<file path="config.mk">
export PLATFORM = sky130hd
export DESIGN_NAME = dual_match_timer
export DESIGN_NICKNAME = d
export VERILOG_FILES = /design/src/rtl/mtim_pkg.sv /design/src/rtl/mtim_chan_dp.sv /design/src/rtl/mtim_ctrl.sv /design/src/rtl/dual_match_timer.sv
export SDC_FILE = /design/constraint.sdc
export NUM_CORES = 1
export LEC_CHECK = 0
export BUFFER_PORTS_ARGS = -buffer_cell sky130_fd_sc_hd__buf_2
export CAP_MARGIN = 0
export CORE_MARGIN = 5
export CORE_UTILIZATION = 50
export CTS_BUF_LIST = sky130_fd_sc_hd__clkbuf_16
export DETAILED_ROUTE_END_ITERATION = 16
export PLACE_DENSITY = 0.71
export SKIP_LAST_GASP = 1
export SLEW_MARGIN = 20
export SYNTH_ARGS = -nofsm -noshare
export SYNTH_HDL_FRONTEND = slang
export SYNTH_HIERARCHICAL = 1
export SYNTH_SLANG_ARGS = --single-unit
</file>
<file path="constraint.sdc">
create_clock -name clk -period 2 [get_ports clk]
set_input_delay 0.2 -clock clk [delete_from_list [all_inputs] [get_ports clk]]
set_output_delay 0.2 -clock clk [all_outputs]
set_load 0.02 [all_outputs]
</file>
<file path="src/rtl/mtim_pkg.sv">
package mtim_pkg;
  localparam int NUM_CH     = 2;
  localparam int DATA_W     = 16;
  localparam int ADDR_W     = 4;
  localparam int DIV_SEL_W  = 2;
  localparam int DIV_BASE   = 3;
  localparam int DIV_STEP   = 2;
  localparam int PRE_W      = DIV_BASE + DIV_STEP * ((1 << DIV_SEL_W) - 1);
  localparam int IRQ_EN_BIT = 6;
  localparam int CH_BASE    = 2;
  localparam int CH_STRIDE  = 6;
  localparam int CNT_OFS    = 2;
  localparam int CMP_OFS    = 4;
  localparam logic [DATA_W-1:0] CMP_RESET = '1;

  typedef struct packed {
    logic                 run;
    logic                 irqEn;
    logic [DIV_SEL_W-1:0] divSel;
    logic                 cntWr;
    logic                 cmpWr;
  } chanStrobe_t;
endpackage

</file>
<file path="src/rtl/mtim_chan_dp.sv">
module mtim_chan_dp
  import mtim_pkg::*;
#(
  parameter int CNT_W  = DATA_W,
  parameter int SEL_W  = DIV_SEL_W,
  parameter int PSC_W  = PRE_W
) (
  input  logic              clk,
  input  logic              rst_n,
  input  chanStrobe_t       strobe,
  input  logic [CNT_W-1:0]  wrData,
  output logic [CNT_W-1:0]  cnt,
  output logic [CNT_W-1:0]  cmp,
  output logic              irqOut
);
  localparam int NUM_SEL = 1 << SEL_W;

  logic [PSC_W-1:0] preCnt;
  logic [PSC_W-1:0] divLast;
  logic             tick;
  logic             match;

  always_comb begin
    divLast = '0;
    for (int s = 0; s < NUM_SEL; s++) begin
      if (strobe.divSel == SEL_W'(s)) begin
        divLast = PSC_W'((1 << (DIV_BASE + DIV_STEP * s)) - 1);
      end
    end
  end

  assign tick  = strobe.run && (preCnt >= divLast);
  assign match = tick && (cnt == cmp) && !strobe.cntWr;

  always_ff @(posedge clk) begin
    if (!rst_n) begin
      preCnt <= '0;
    end else if (!strobe.run || tick) begin
      preCnt <= '0;
    end else begin
      preCnt <= preCnt + PSC_W'(1);
    end
  end

  always_ff @(posedge clk) begin
    if (!rst_n) begin
      cnt <= '0;
    end else if (strobe.cntWr) begin
      cnt <= wrData;
    end else if (match) begin
      cnt <= '0;
    end else if (tick) begin
      cnt <= cnt + CNT_W'(1);
    end
  end

  always_ff @(posedge clk) begin
    if (!rst_n) begin
      cmp <= CMP_RESET;
    end else if (strobe.cmpWr) begin
      cmp <= wrData;
    end
  end

  always_ff @(posedge clk) begin
    if (!rst_n) begin
      irqOut <= 1'b0;
    end else begin
      irqOut <= match && strobe.irqEn;
    end
  end

  assert_irq_single_R6: assert property (@(posedge clk) disable iff (!rst_n)
    irqOut |=> !irqOut);

  assert_irq_needs_enable_R6: assert property (@(posedge clk) disable iff (!rst_n)
    irqOut |-> $past(strobe.irqEn));

  assert_hold_when_stopped_R7: assert property (@(posedge clk) disable iff (!rst_n)
    (!strobe.run && !strobe.cntWr) |=> (cnt == $past(cnt)));

  assert_clear_on_match_R5: assert property (@(posedge clk) disable iff (!rst_n)
    (tick && (cnt == cmp) && !strobe.cntWr) |=> (cnt == '0));

  assert_count_step_R5: assert property (@(posedge clk) disable iff (!rst_n)
    !strobe.cntWr |=> ((cnt == $past(cnt)) || (cnt == $past(cnt) + CNT_W'(1)) || (cnt == '0)));

  assert_write_wins_R8: assert property (@(posedge clk) disable iff (!rst_n)
    strobe.cntWr |=> (cnt == $past(wrData)));
endmodule

</file>
<file path="src/rtl/mtim_ctrl.sv">
module mtim_ctrl
  import mtim_pkg::*;
#(
  parameter int CH    = NUM_CH,
  parameter int DW    = DATA_W,
  parameter int AW    = ADDR_W
) (
  input  logic                  clk,
  input  logic                  rst_n,
  input  logic [AW-1:0]         busAddr,
  input  logic                  busWrEn,
  input  logic [DW-1:0]         busWrData,
  input  logic [CH-1:0][DW-1:0] chanCnt,
  input  logic [CH-1:0][DW-1:0] chanCmp,
  output chanStrobe_t [CH-1:0]  strobes,
  output logic [DW-1:0]         busRdData
);
  logic [CH-1:0]                runReg;
  logic [CH-1:0][DIV_SEL_W-1:0] divSelReg;
  logic [CH-1:0]                irqEnReg;
  logic                         startHit;
  logic [CH-1:0]                hitCtrl;
  logic [CH-1:0]                hitCnt;
  logic [CH-1:0]                hitCmp;

  assign startHit = (busAddr == '0);

  always_comb begin
    for (int c = 0; c < CH; c++) begin
      hitCtrl[c] = (busAddr == AW'(CH_BASE + CH_STRIDE * c));
      hitCnt[c]  = (busAddr == AW'(CH_BASE + CH_STRIDE * c + CNT_OFS));
      hitCmp[c]  = (busAddr == AW'(CH_BASE + CH_STRIDE * c + CMP_OFS));
    end
  end

  always_ff @(posedge clk) begin
    if (!rst_n) begin
      runReg <= '0;
    end else if (busWrEn && startHit) begin
      runReg <= busWrData[CH-1:0];
    end
  end

  always_ff @(posedge clk) begin
    if (!rst_n) begin
      divSelReg <= '0;
      irqEnReg  <= '0;
    end else begin
      for (int c = 0; c < CH; c++) begin
        if (busWrEn && hitCtrl[c]) begin
          divSelReg[c] <= busWrData[DIV_SEL_W-1:0];
          irqEnReg[c]  <= busWrData[IRQ_EN_BIT];
        end
      end
    end
  end

  always_comb begin
    for (int c = 0; c < CH; c++) begin
      strobes[c].run    = runReg[c];
      strobes[c].irqEn  = irqEnReg[c];
      strobes[c].divSel = divSelReg[c];
      strobes[c].cntWr  = busWrEn && hitCnt[c];
      strobes[c].cmpWr  = busWrEn && hitCmp[c];
    end
  end

  always_comb begin
    busRdData = '0;
    if (startHit) begin
      busRdData[CH-1:0] = runReg;
    end
    for (int c = 0; c < CH; c++) begin
      if (hitCtrl[c]) begin
        busRdData[DIV_SEL_W-1:0] = divSelReg[c];
        busRdData[IRQ_EN_BIT]    = irqEnReg[c];
      end
      if (hitCnt[c]) busRdData = chanCnt[c];
      if (hitCmp[c]) busRdData = chanCmp[c];
    end
  end

  assert_start_upper_zero_R2: assert property (@(posedge clk) disable iff (!rst_n)
    startHit |-> (busRdData[DW-1:CH] == '0));

  assert_unmapped_zero_R9: assert property (@(posedge clk) disable iff (!rst_n)
    (!startHit && (hitCtrl == '0) && (hitCnt == '0) && (hitCmp == '0)) |-> (busRdData == '0));

  assert_start_write_R2: assert property (@(posedge clk) disable iff (!rst_n)
    (busWrEn && startHit) |=> (runReg == $past(busWrData[CH-1:0])));
endmodule

</file>
<file path="src/rtl/dual_match_timer.sv">
module dual_match_timer
  import mtim_pkg::*;
(
  input  logic              clk,
  input  logic              rst_n,
  input  logic [ADDR_W-1:0] busAddr,
  input  logic              busWrEn,
  input  logic [DATA_W-1:0] busWrData,
  output logic [DATA_W-1:0] busRdData,
  output logic [NUM_CH-1:0] irqOut
);
  chanStrobe_t [NUM_CH-1:0]         strobes;
  logic [NUM_CH-1:0][DATA_W-1:0]    chanCnt;
  logic [NUM_CH-1:0][DATA_W-1:0]    chanCmp;

  mtim_ctrl #(
    .CH (NUM_CH),
    .DW (DATA_W),
    .AW (ADDR_W)
  ) i_ctrl (
    .clk       (clk),
    .rst_n     (rst_n),
    .busAddr   (busAddr),
    .busWrEn   (busWrEn),
    .busWrData (busWrData),
    .chanCnt   (chanCnt),
    .chanCmp   (chanCmp),
    .strobes   (strobes),
    .busRdData (busRdData)
  );

  for (genvar c = 0; c < NUM_CH; c++) begin : g_chan
    mtim_chan_dp #(
      .CNT_W (DATA_W),
      .SEL_W (DIV_SEL_W),
      .PSC_W (PRE_W)
    ) i_dp (
      .clk    (clk),
      .rst_n  (rst_n),
      .strobe (strobes[c]),
      .wrData (busWrData),
      .cnt    (chanCnt[c]),
      .cmp    (chanCmp[c]),
      .irqOut (irqOut[c])
    );
  end
endmodule

</file>
======== Yosys cells after proc, flatten, opt, wreduce, memory -nomap -nowiden ========
Index checks and enable logic that the tools add are counted.
operators by class
  reductions and logical operators ........ 28
  equality and inequality tests ........... 14
  bitwise logic cells ..................... 1
  div/mod/pow operators ................... 0
  shift-type cells ........................ 0
  magnitude comparators ................... 2
  add/subtract/negate cells ............... 4
  multiply operators ...................... 0
  muxes and demuxes ....................... 23
operator list
  operator                 count
  $mux W16                 10
  $add A16 B1 Y16 const B  2
  $eq A16 B16 Y1           2
  $add A9 B1 Y9 const B    2
  $ge A9 B9 Y1             2
  $mux W9                  2
  $logic_and A1 B1 Y1      15
  $mux W7                  2
  $eq A4 B4 Y1 const B     3
  $mux W5                  2
  $eq A2 B2 Y1 const B     4
  $eq A4 B3 Y1 const B     2
  $mux W2                  3
  $mux W3                  2
  $reduce_bool A3 Y1       2
  $eq A2 B1 Y1 const B     2
  $eq A4 B2 Y1 const B     1
  $logic_not A1 Y1         4
  $logic_not A2 Y1         2
  $logic_not A4 Y1         1
  $reduce_or A2 Y1         2
  $logic_or A1 B1 Y1       2
  $mux W1                  2
  $not A1 Y1               1
storage, ports and cells
  input bits .............................. 23
  bits in latches ......................... 0
  memory bits (writable) .................. 0
  bits in read-only memories .............. 0
  memories ................................ 0
  output and inout port bits .............. 18
  bits in registers ....................... 92
  logic and storage cells ................. 85

======== Logic depth before layout (Yosys ltp) ========
Gate-level depths: netlist of the first run.
  depth in word-level cells ............... 11
  mapped depth ............................ 10
  mapped depth without buffers ............ 8

======== Hierarchy ========
The synthesis of the first run kept the hierarchy.
modules (own cells, without submodules)
  module        cells each  area each (µm²)  sequential area each (µm²)  instances
  mtim_chan_dp  270         2298.5           840.8                       2
  mtim_ctrl     142         970.9            160.2                       1

======== Worst setup path after synthesis of the first run ========
No wires, ideal clock.
  kind .................................... in2reg
  start ................................... in busAddr[1]
  end ..................................... reg g_chan[1].i_dp.cmp[10]
  setup time .............................. 0.129 ns
  path buffers ............................ 3
  data required time ...................... 1.871 ns
  arrival ................................. 2.045 ns
  stages on the path ...................... 8
  slack ................................... -0.174 ns
  cell sequence ........................... nor2_1 > and3_1 > buf_2 > and2_1 > clkbuf_1 > clkbuf_1 > mux2i_1 > nand2_1
RTL lines
  what                  line                   RTL
  from (decl)           dual_match_timer.sv:6  input logic [ADDR_W-1:0] busAddr,
  to (signal assigned)  mtim_chan_dp.sv:61     cmp <= wrData;
  to (decl)             mtim_chan_dp.sv:13     output logic [CNT_W-1:0] cmp,

======== Final worst setup path of the first run ========
  start ................................... reg i_ctrl.divSelReg (netlist bit i_ctrl/strobes[9])
  end ..................................... reg g_chan[1].i_dp.cnt[14]
between the ends
  cells in the longest elaborated chain, start to end .. 11
  elaborated cells between the ends (all ways) .. 15
  those cells by class .................... order compare (1); eq/ne (3); mux (6); reduce/logical (5)
RTL lines
  what                               line                RTL
  from (decl)                        mtim_ctrl.sv:19     logic [CH-1:0][DIV_SEL_W-1:0] divSelReg;
  from (signal, indexed assignment)  mtim_ctrl.sv:51     divSelReg[c] <= busWrData[DIV_SEL_W-1:0];
  $logic_not A2 Y1                   mtim_chan_dp.sv:26  if (strobe.divSel == SEL_W'(s)) begin
  $mux W3                            mtim_chan_dp.sv:26
  $mux W5                            mtim_chan_dp.sv:26
  $mux W7                            mtim_chan_dp.sv:26
  $mux W9 *                          mtim_chan_dp.sv:26
  $ge A9 B9 Y1 *                     mtim_chan_dp.sv:32  assign tick = strobe.run && (preCnt >= divLast);
  $logic_and A1 B1 Y1 *              mtim_chan_dp.sv:32
  $logic_and A1 B1 Y1 (2 in series)  mtim_chan_dp.sv:33  assign match = tick && (cnt == cmp) && !strobe.cntWr;
  $mux W16                           mtim_chan_dp.sv:50  end else if (match) begin
  $mux W16                           mtim_chan_dp.sv:48  end else if (strobe.cntWr) begin
  to (signal assigned)               mtim_chan_dp.sv:49  cnt <= wrData;
  to (signal assigned)               mtim_chan_dp.sv:53  cnt <= cnt + CNT_W'(1);
  to (decl)                          mtim_chan_dp.sv:12  output logic [CNT_W-1:0] cnt,
Mark *: on every way between the ends. The rest lies on a longest branch, timed or not.
A chain may end at the register's enable or synchronous reset.

==> summary.md, run 1 <==
| Metric | Value |
|---|---|
| Fraction of layout cells with a size suffix above 1 | 0.278 |
| Worst Path Max Fanout | 7 |
| Placed Area | 6450 um2 |
| Setup slack after layout | -0.0731 ns |
| EDFF count, synth | 0 |
| Worst Path Class, Setup | flip-flop to flip-flop |
| Critical Path Start Type | flip-flop |
| WL/cell | 19.3 um |
| Max H-tree Level | 3 |
| TritonCTS clock tree | built |
| Placer Congestion | around 0.93 |
| Critical path data required time | around 2.2 ns |
| Core area | 10900 um2 |
| Final HPWL DP | approximately 12 mm |
| Worst slack, placed | -0.0949 ns |
| Routed Antenna Nets | 0 |
| Synthesized area per cell | 8.16 um2 |
| Clock buffer count from CTS | 9 |
| Final net count | 830 |
| Cell Pwr Density | 551 nW/um2 |
| Final WL | 18.0 mm |
| Vias in the first global route | roughly 5400 |
| Status | complete, but fails checks |
| Synth Area in Adders | 0.0315 |
| Max_cap viols | 0 |
| Ys async rst share | 0 |
| Area of the mapped netlist | roughly 5600 um2 |
| Xor/xnor share of the synthesized area | 0.0944 |
| Hold_buf cts | 0 |
| Fin crit share | 1.04 |
| Ant diodes | 0 |
| Initial antenna violation count | 0 |
| Die H | around 120 um |
| Setup violations, final | 42 |
| Library cells used by synthesis | 50 |
| Sequential area share after synthesis | 0.331 |
| Design area | 7220 um2 |
| Layout Skew | between 0.004 and 0.005 ns |
| Clk sink count | 92 |
| Reg2Reg Depth | 9 |
| Post-route DRC | 0 |
| Clk slew on worst S/H paths | 0.06 ns |
| Hold-critical path depth | 3 |
| Fill cell count | 890 |
| Commonest cells after routing, fill and taps aside | dfxtp_1, buf_4, nand2_1 |
| First-pass GRT wire length | 27.3 mm |
| Critical Path AT | between 2 and 2.5 ns |
| Top FF cell, synth | dfxtp_1 |
| Multiplexer share of the synthesized area | 0.0629 |
| Register bit total from synthesis | 92 |
| Mapped Nets | 719 |
| Drt via density | between 6 and 7 |
| Compound-Gate Fraction of Synth Area | 0.184 |
| Synthesized instance count | 682 |
| Iter 0 DRT Violations | around 360 |
| Clk Tree Root Cell | clkbuf_16 |
| Clk Latency, worst-skew pair | 0.35 ns |
| Crit path time final | 2.07 ns |
| Largest net degree at the start of global routing | 36 |
| Die area | 13300 um2 |
| Number of port buffers | 40 |
| Layout Utilization | 0.663 |
| VDD IR max | 0.383 mV |
| Commonest non-fill, non-tap cell in the layout | dfxtp_1 |
| Largest family of logic cells by synthesized area | simple AND/OR/NAND/NOR gates |
| RSZ-0062 raised after global routing | true |
| Register area | 1850 um2 |
| Core Rows | 38 |
| Leak | about 0.0028 uW |
| TNS Setup | -1.41 ns |
| GRT overflow | 0 |
| Io pins | 41 |
| Crit path capture type | flip-flop |
| Via count | 5702 |
| Worst Hold Slack | 0.139 ns |
| Area grow syn2layout | 29.7% |
| Tot GR Track Use | 0.259 |
| Initial Util | 0.511 |
| Multi-input gate area | 3860 um2 |
| Die Span X | 116 um |
| Fmax | around 480 MHz |
| Drt first pass iters | 7 |
| Final-report hold violation count | 0 |
| Clk buf depth | 2 |
| Hold WC Path Type | input pin to flip-flop |
| Final slew viol count | 0 |
| Yosys Warn Count | 6 |
| Simple-gate portion of the synthesized area | 0.254 |
| Failing checks | negative setup slack |
## worst max-delay path, cell delays in order (launching register included)
cell and delay, ns:
dfxtp_2 0.34, nor2_4 0.13, ha_1 0.24, o21a_1 0.22
o211ai_1 0.28, a211oi_4 0.08, or2_4 0.31, buf_6 0.15
a21oi_2 0.12, o21ai_0 0.08
## routing by layer
| metal | track usage | routed length [um] |
|---|---|---|
| met4 | 0.0978 | 386 |
| met1 | 0.340 | 7530 |
| met3 | 0.0376 | 1320 |
| met2 | 0.431 | 8800 |
| met5 | 0 | 0 |
## final cells by class
| type | count | share of cell area |
|---|---|---|
| clock inverters | 4 | 0.00607 |
| flip-flops and latches | 92 | 0.256 |
| multi-input cells | 536 | 0.535 |
| repair buffers | 138 | 0.138 |
| well taps | 140 | 0.0243 |
| clock buffers | 9 | 0.0312 |
| inverters | 16 | 0.00901 |
## through the flow
stage / instances / power (uW)
after floorplan: 682 / 2150
after global placement: 911 / 2330
after detailed placement: 911 / 2340
after CTS: 925 / 3970
after global routing: 935 / 4110
final: 935 / 3980
## cells by family (layout without fill, tap and decap cells)
family	after synthesis	after routing
AOI/OAI and AO/OA	148	148
xor gates and xnor gates	60	60
adders and majority gates	14	14
buffers and inverters	54	167
DFF	92	92
muxes	35	35
other	2	2
and+or+nand+nor	277	277
## power by group
group / switching (uW) / internal (uW) / leakage, uW
clock: 707 / 939 / 0.000134
combinational: 277 / 169 / 0.00195
sequential: 26.8 / 1860 / 0.000746
## synthesized netlist by cell type, drive strengths merged (8+ instances only)
cell	number	area [um2]
dfxtp	92	1840
nand3	34	170
nor2	45	174
a21o	8	60.1
ha	14	175
nor3	20	110
xnor2	12	105
nand2	79	302
and3	20	125
a22o	11	96.3
a22oi	26	195
o21ai	29	145
mux2i	35	350
nor2b	14	87.6
a31oi	10	62.6
clkbuf	18	67.6
or3	8	50.1
inv	14	52.6
xor2	48	420
nand4	18	113
a21oi	19	95.1
buf	20	100
o211ai	10	75.1
nor4	14	87.6
## flip-flops by register name, summed over array words and instances, names as in the netlist
signal              flops
i_ctrl/irqEnReg         2
g_chan.i_dp/irqOut      2
i_ctrl/runReg           2
i_ctrl/strobes          4
g_chan.i_dp/cnt        32
g_chan.i_dp/cmp        32
g_chan.i_dp/preCnt     18
## worst paths after layout
check                                               from                  endpoint  slack, ns
worst max register to register         i_ctrl/strobes[9]    g_chan[1].i_dp/cnt[14]      -0.07
worst max-delay path                   i_ctrl/strobes[9]    g_chan[1].i_dp/cnt[14]      -0.07
worst min-delay path                       busWrData[14]    g_chan[0].i_dp/cnt[14]       0.14
worst min register to register  g_chan[1].i_dp/preCnt[0]  g_chan[1].i_dp/preCnt[0]       0.49
## timing repair
action	in CTS	in global routing
pin swaps	11	27
setup buffers	1	7
endpoints found under the hold margin	0	0
cloned	0	3
gates resized for setup	25	72
setup endpoints to repair	41	52
(Power assumes the default switching activity.)
==> inputs of run 2 (changes only) <==
Settings changed: CTS_BUF_LIST sky130_fd_sc_hd__clkbuf_16 to unset, TNS_END_PERCENT set to 20.
==> run 2 against run 1 <==
Against the previous run:
- the flow still finishes with violations (negative setup slack)
- largest cell class unchanged
- clock power decreased by 28%
- worst hold slack lost 0.021 ns
- sequential share of layout area rose by 1.4 points
- largest power group unchanged
- critical path depth did not move
- non-clock buffer count decreased by 4
==> summary.md, run 2 (synthesis gave the netlist of run 1 again) <==
| Metric | Value |
|---|---|
| Die area | 13300 um2 (unchanged) |
| Setup violations, final | 35 (-17%) |
| Clk slew on worst S/H paths | 0.09 ns (+0.03 ns) |
| Routed Antenna Nets | 0 (unchanged) |
| Fill cell count | 927 (+4.2%) |
| Tot GR Track Use | 0.253 (-0.00570) |
| Clk Tree Root Cell | clkbuf_8 |
| Final HPWL DP | 12.6 mm (+0.99%) |
| TritonCTS clock tree | built |
| Clk Latency, worst-skew pair | 0.38 ns (+0.03 ns) |
| Area grow syn2layout | 22.9% |
| RSZ-0062 raised after global routing | true |
| Design area | 6840 um2 (-5.2%) |
| Clk buf depth | 2 (unchanged) |
| Cell Pwr Density | 510 nW/um2 (-7.4%) |
| Top Registers | g_chan.i_dp/cmp (32), g_chan.i_dp/cnt (32), g_chan.i_dp/preCnt (18) |
| Final-report hold violation count | 0 (unchanged) |
| Ant diodes | 0 (unchanged) |
| Critical Path Start Type | flip-flop |
| Die Span X | 116 um (unchanged) |
| GRT overflow | 0 (unchanged) |
| Initial Util | 0.511 (unchanged) |
| Hold WC Path Type | input pin to flip-flop |
| Fraction of layout cells with a size suffix above 1 | 0.229 (-0.0488) |
| Initial antenna violation count | 0 (unchanged) |
| Fmax | 472 MHz (-2.2%) |
| Crit path time final | 2.12 ns (+0.0465 ns) |
| Clock buffer count from CTS | 9 (unchanged) |
| Die H | 116 um (unchanged) |
| Clk sink count | 92 (unchanged) |
| Worst Path Class, Setup | flip-flop to flip-flop |
| Setup slack after layout | -0.120 ns (-0.0465 ns) |
| R2r startpoint | i_ctrl/strobes[3] |
| Io pins | 41 (unchanged) |
| TNS Setup | -2.05 ns (-0.641 ns) |
| Hold_buf cts | 0 (unchanged) |
| Critical path data required time | 2.32 ns (+0.09 ns) |
| Total power | 3490 uW (-12%) |
| Drt via density | 5.98 (-1.9%) |
| Final net count | 826 (-0.48%) |
| Largest net degree at the start of global routing | 33 (-8.3%) |
| Status | complete, but fails checks |
| Drt first pass iters | 6 (-1) |
| Vias in the first global route | 5392 (-0.26%) |
| Worst Hold Slack | 0.118 ns (-0.0212 ns) |
| Multi-input gate area | 3630 um2 (-5.9%) |
| Failing checks | negative setup slack |
| Layout Skew | 0.0123 ns (+0.00813 ns) |
| Final WL | 16.8 mm (-6.8%) |
| Crit path capture type | flip-flop |
| Core Rows | 38 (unchanged) |
| Crit path from | i_ctrl/strobes[3] |
| Core area | 10900 um2 (unchanged) |
| Post-route DRC | 0 (unchanged) |
| First-pass GRT wire length | 26.9 mm (-1.4%) |
| Iter 0 DRT Violations | 382 (+5.5%) |
| Placed Area | 6470 um2 (+0.35%) |
| Number of port buffers | 40 (unchanged) |
| Commonest non-fill, non-tap cell in the layout | dfxtp_1 |
| Via count | 5586 (-2.0%) |
| Hold path startpoint | busWrData[14] |
| Fin crit share | 1.06 (+0.0233) |
| Worst path slowest cell | dfxtp_4 |
| Critical Path AT | 2.44 ns (+0.14 ns) |
| WL/cell | 18.0 um (-6.7%) |
| Register area | 1850 um2 (unchanged) |
| Max_cap viols | 0 (unchanged) |
| Placer Congestion | 0.879 (-5.7%) |
| Max incr delay on CP | 0.36 ns (+0.02 ns) |
| Final slew viol count | 0 (unchanged) |
| Commonest cells after routing, fill and taps aside | dfxtp_1, buf_4, nand2_1 |
| Worst Path Max Fanout | 6 (-1) |
| Max H-tree Level | 3 (unchanged) |
| Cells along the critical path | nor2_4 > ha_1 > o21a_1 > o211ai_1 > a211oi_4 > nor3_2 > buf_4 > a22o_1 > a21o_1 |
| VDD IR max | 0.454 mV (+19%) |
| Leak | 0.00272 uW (-4.2%) |
run 2: changes by cell type in the layout (fill, tap and decap cells not counted), moves of 9 or more:
cell / previous run / this run
nand3_2: 10 / 0
clkbuf_16: 9 / 0
nand3_1: 24 / 34
clkbuf_8: 0 / 10
buf_6: 13 / 3
run 2: power by group:
group          internal, uW  leakage (uW)  switching [uW]  total [uW]
clock                   481     0.0000803             696        1180
sequential             1860      0.000746            25.3        1880
combinational           166       0.00189             265         432
run 2: critical path: cells and delay by family, from the launching register on:
family | cells | cell delay, ns
DFF | 1 | 0.36
buffers and inverters | 1 | 0.21
and+or+nand+nor | 2 | 0.42
AOI/OAI and AO/OA | 5 | 0.82
adders and majority gates | 1 | 0.26
run 2: repair_timing:
item	CTS	global route
cloned	0	2
setup buffers	1	1
pin swaps	4	6
endpoints found under the setup margin	50	53
gates resized for setup	9	29
run 2: routing by layer:
metal / up-vias / global-route usage / routed length (um)
met5: - / 0 / 0
met4: 0 / 0.0962 / 401
met3: 32 / 0.0345 / 963
met2: 213 / 0.425 / 8080
met1: 2651 / 0.332 / 7340
li1: 2690 / - / -
run 2: cell type report:
class / count / area share
multi-input cells: 536 / 0.531
flip-flops and latches: 92 / 0.270
repair buffers: 134 / 0.138
well taps: 140 / 0.0256
clock buffers: 10 / 0.0201
inverters: 16 / 0.00878
clock inverters: 6 / 0.00585
run 2: path summary, 6_finish.rpt:
kind                         endpoint  slack [ns]  cells past startpoint
max             g_chan[0].i_dp/cnt[6]       -0.12                      9
min            g_chan[0].i_dp/cnt[14]        0.12                      3
max reg2reg     g_chan[0].i_dp/cnt[6]       -0.12                      9
min reg2reg  g_chan[0].i_dp/preCnt[0]        0.47                      1
run 2: metrics by stage:
step           utilization  std cells  worst slack (ns)
2_1_floorplan            -        682            -0.114
3_3_place_gp         0.595        914            -0.104
3_5_place_dp         0.595        914            -0.133
4_1_cts              0.617        931           -0.0565
5_1_grt              0.628        934            -0.231
6_report             0.628        934            -0.120
==> inputs of run 3 (changes only) <==
Settings changed: ABC_AREA set to 1, PLACE_DENSITY 0.71 to 0.7.
==> run 3 against run 2 <==
Against the previous run:
- the flow now finishes without violations
- fmax is 13% higher
- first-iteration DRC count is 63% higher
- flip-flop and latch count stayed put
- utilization is 4.0 points lower
- clock-buffer cell count stayed put
- worst hold slack better by 0.022 ns
- design area is 3.4% higher
- total power is 21% higher
- highest routed layer unchanged
- routed wire length is 5.0% higher
- sequential power hardly changed
==> summary.md, run 3 <==
| Metric | Value |
|---|---|
| Drt first pass iters | 5 (-1) |
| Clk Tree Root Cell | clkbuf_16 |
| First-pass GRT wire length | 29.3 mm (+8.7%) |
| Die Span X | 121 um (+4.6%) |
| Die area | 14600 um2 (+9.5%) |
| Cell Pwr Density | 596 nW/um2 (+17%) |
| Initial antenna violation count | 0 (unchanged) |
| RSZ-0062 raised after global routing | true |
| Iter 0 DRT Violations | 622 (+63%) |
| Top cells by area, synth | dfxtp_1, nand2_1, nand3_1 |
| Worst slack, placed | 0.0126 ns (+0.146 ns) |
| Clk pwr share | 0.474 (+0.137) |
| Clk buf depth | 2 (unchanged) |
| Yosys Warn Count | 6 (unchanged) |
| Fmax | 535 MHz (+13%) |
| Number of port buffers | 40 (unchanged) |
| Mapped Nets | 1028 (+43%) |
| Register area | 1840 um2 (-0.20%) |
| Synthesized instance count | 991 (+45%) |
| Core Rows | 40 (+5.3%) |
| Sw Share | 0.244 (-0.0389) |
| TNS Setup | 0 ns (+2.05 ns) |
| Hold WC Path Type | input pin to flip-flop |
| Total power | 4210 uW (+21%) |
| Commonest cells after routing, fill and taps aside | nand2_1, inv_1, nand3_1 |
| Crit path time final | 1.87 ns (-0.250 ns) |
| Core area | 12000 um2 (+10%) |
| Leak | 0.00326 uW (+20%) |
| Max_cap viols | 0 (unchanged) |
| WL/cell | 14.6 um (-19%) |
| Status | completed |
| Initial Util | 0.512 (about the same) |
| Setup violations, final | 0 (-100%) |
| EDFF count, synth | 0 (unchanged) |
| Share of the synthesized area in the top cell type | 0.300 (-0.0312) |
| Placer Congestion | 0.901 (+2.5%) |
| Top-count cell post-synth | nand2_1 |
| Clk Latency, worst-skew pair | 0.35 ns (-0.03 ns) |
| Worst Path Max Fanout | 8 (+2) |
| Register bit total from synthesis | 92 (unchanged) |
| Critical Path Start Type | flip-flop |
| VDD IR max | 0.302 mV (-34%) |
| Setup slack after layout | 0.130 ns (+0.250 ns) |
| Synthesized area per cell | 6.20 um2 (-24%) |
| Area grow syn2layout | 15.1% |
| Top Registers | g_chan.i_dp/cmp (32), g_chan.i_dp/cnt (32), g_chan.i_dp/preCnt (18) |
| Most frequent cells after synthesis | nand2_1, inv_1, nand3_1 |
| Rel. slew slack | 0.446 |
| Tot GR Track Use | 0.246 (-0.00743) |
| Sequential power share | 0.448 (-0.091) |
| Crit path capture type | flip-flop |
| Vias in the first global route | 5996 (+11%) |
| R2R setup slack | 0.13 ns (+0.25 ns) |
| Fraction of layout cells with a size suffix above 1 | 0.125 (-0.104) |
| Slew @ Worst Pin | 0.831 ns |
| Final slew viol count | 0 (unchanged) |
| Clock buffer count from CTS | 9 (unchanged) |
| Worst Path Class, Setup | flip-flop to flip-flop |
| Clk slew on worst S/H paths | 0.07 ns (-0.02 ns) |
| Cell type with the largest total area after synthesis | dfxtp_1 |
| NetSw | 1030 uW (+4.2%) |
| Ys async rst share | 0 (unchanged) |
| Top FF cell, synth | dfxtp_1 |
| TritonCTS clock tree | built |
| GRT overflow | 0 (unchanged) |
| Area of the mapped netlist | 6150 um2 (+10%) |
| Die H | 121 um (+4.6%) |
| Clk sink count | 92 (unchanged) |
| Critical Path AT | 2.12 ns (-0.32 ns) |
| Via count | 6444 (+15%) |
| Final WL | 17.6 mm (+5.0%) |
| Pint | 3190 uW (+27%) |
| Largest net degree at the start of global routing | 33 (unchanged) |
| Commonest non-fill, non-tap cell in the layout | nand2_1 |
| Multi-input gate area | 3650 um2 (+0.52%) |
| Drt via density | 5.35 (-11%) |
| Max H-tree Level | 3 (unchanged) |
| Routed Antenna Nets | 0 (unchanged) |
| Post-route DRC | 0 (unchanged) |
| Fin crit share | 0.935 (-0.125) |
| Io pins | 41 (unchanged) |
| Ant diodes | 0 (unchanged) |
| Final-report hold violation count | 0 (unchanged) |
| Combinational share of power | 0.078 (-0.046) |
| Layout Skew | 0.00696 ns (-0.00536 ns) |
| Final net count | 1089 (+32%) |
| Fill cell count | 1195 (+29%) |
| Library cells used by synthesis | 30 (-40%) |
| Critical path data required time | 2.25 ns (-0.07 ns) |
| Final HPWL DP | 12.9 mm (+2.1%) |
| Sequential area share after synthesis | 0.300 (-0.0312) |
## run 3: what timing repair did
item | in CTS | in global routing
buffers inserted | 0 | 2
gates cloned | 0 | 3
endpoints found under the setup margin | 2 | 32
pin swaps | 0 | 1
hold buffers | 0 | 0
gates resized for setup | 1 | 9
## run 3: per-stage QoR
stage / instances / area, um2 / util / hold slack (ns)
final: 1204 / 7070 / 0.589 / 0.140
after global routing: 1204 / 7070 / 0.589 / 0.150
after CTS: 1199 / 7010 / 0.584 / 0.133
after detailed placement: 1183 / 6670 / 0.555 / 0.455
after global placement: 1183 / 6670 / 0.555 / 0.448
after floorplan: 991 / 6150 / - / 0.322
## run 3: final timing paths
kind	start	endpoint	cells after the start
setup / recovery	i_ctrl/strobes[9]	g_chan[1].i_dp/irqOut	9
hold / removal	busWrData[11]	g_chan[0].i_dp/cmp[11]	3
setup reg to reg	i_ctrl/strobes[9]	g_chan[1].i_dp/irqOut	9
hold reg to reg	g_chan[0].i_dp/preCnt[0]	g_chan[0].i_dp/preCnt[0]	1
## run 3: kinds of logic after synthesis
| family | Yosys count | synth area share |
|---|---|---|
| buf+inv | 172 | 0.116 |
| flops | 92 | 0.300 |
| simple gates | 582 | 0.423 |
| compound gates | 95 | 0.0830 |
| xor+xnor | 34 | 0.0484 |
| other cells | 2 | 0.00122 |
| fa+ha+maj | 14 | 0.0285 |
## run 3: power groups by stage
stage                     logic, uW  clock network (uW)  registers [uW]
after global routing            365                2120            1890
after global placement          324                   0            1930
after detailed placement        326                   0            1930
after CTS                       327                2020            1880
final                           331                2000            1890
after floorplan                 191                   0            1920
## run 3: cell type report
cell class / instances / area share
clock buffer: 10 / 0.0324
clock inverter: 6 / 0.0157
inverter: 138 / 0.0732
multi-input combinational: 730 / 0.517
sequential: 92 / 0.261
tap: 147 / 0.0260
timing repair buffer: 81 / 0.0754
## run 3: worst max-delay path, cell delays in order (launching register included)
cell,delay (ns)
dfxtp_1,0.37
inv_2,0.05
ha_1,0.26
nand3_1,0.08
nor2_1,0.14
nand3_2,0.13
nand2_2,0.18
nand2_4,0.12
buf_4,0.17
nor4_2,0.26
## run 3: layer usage
| layer | vias up | track usage | wire length (um) |
|---|---|---|---|
| met1 | 2890 | 0.340 | 7930 |
| met4 | 0 | 0.0843 | 371 |
| met2 | 195 | 0.397 | 8300 |
| met3 | 28 | 0.0275 | 1040 |
| li1 | 3331 | - | - |
| met5 | - | 0 | 0 |
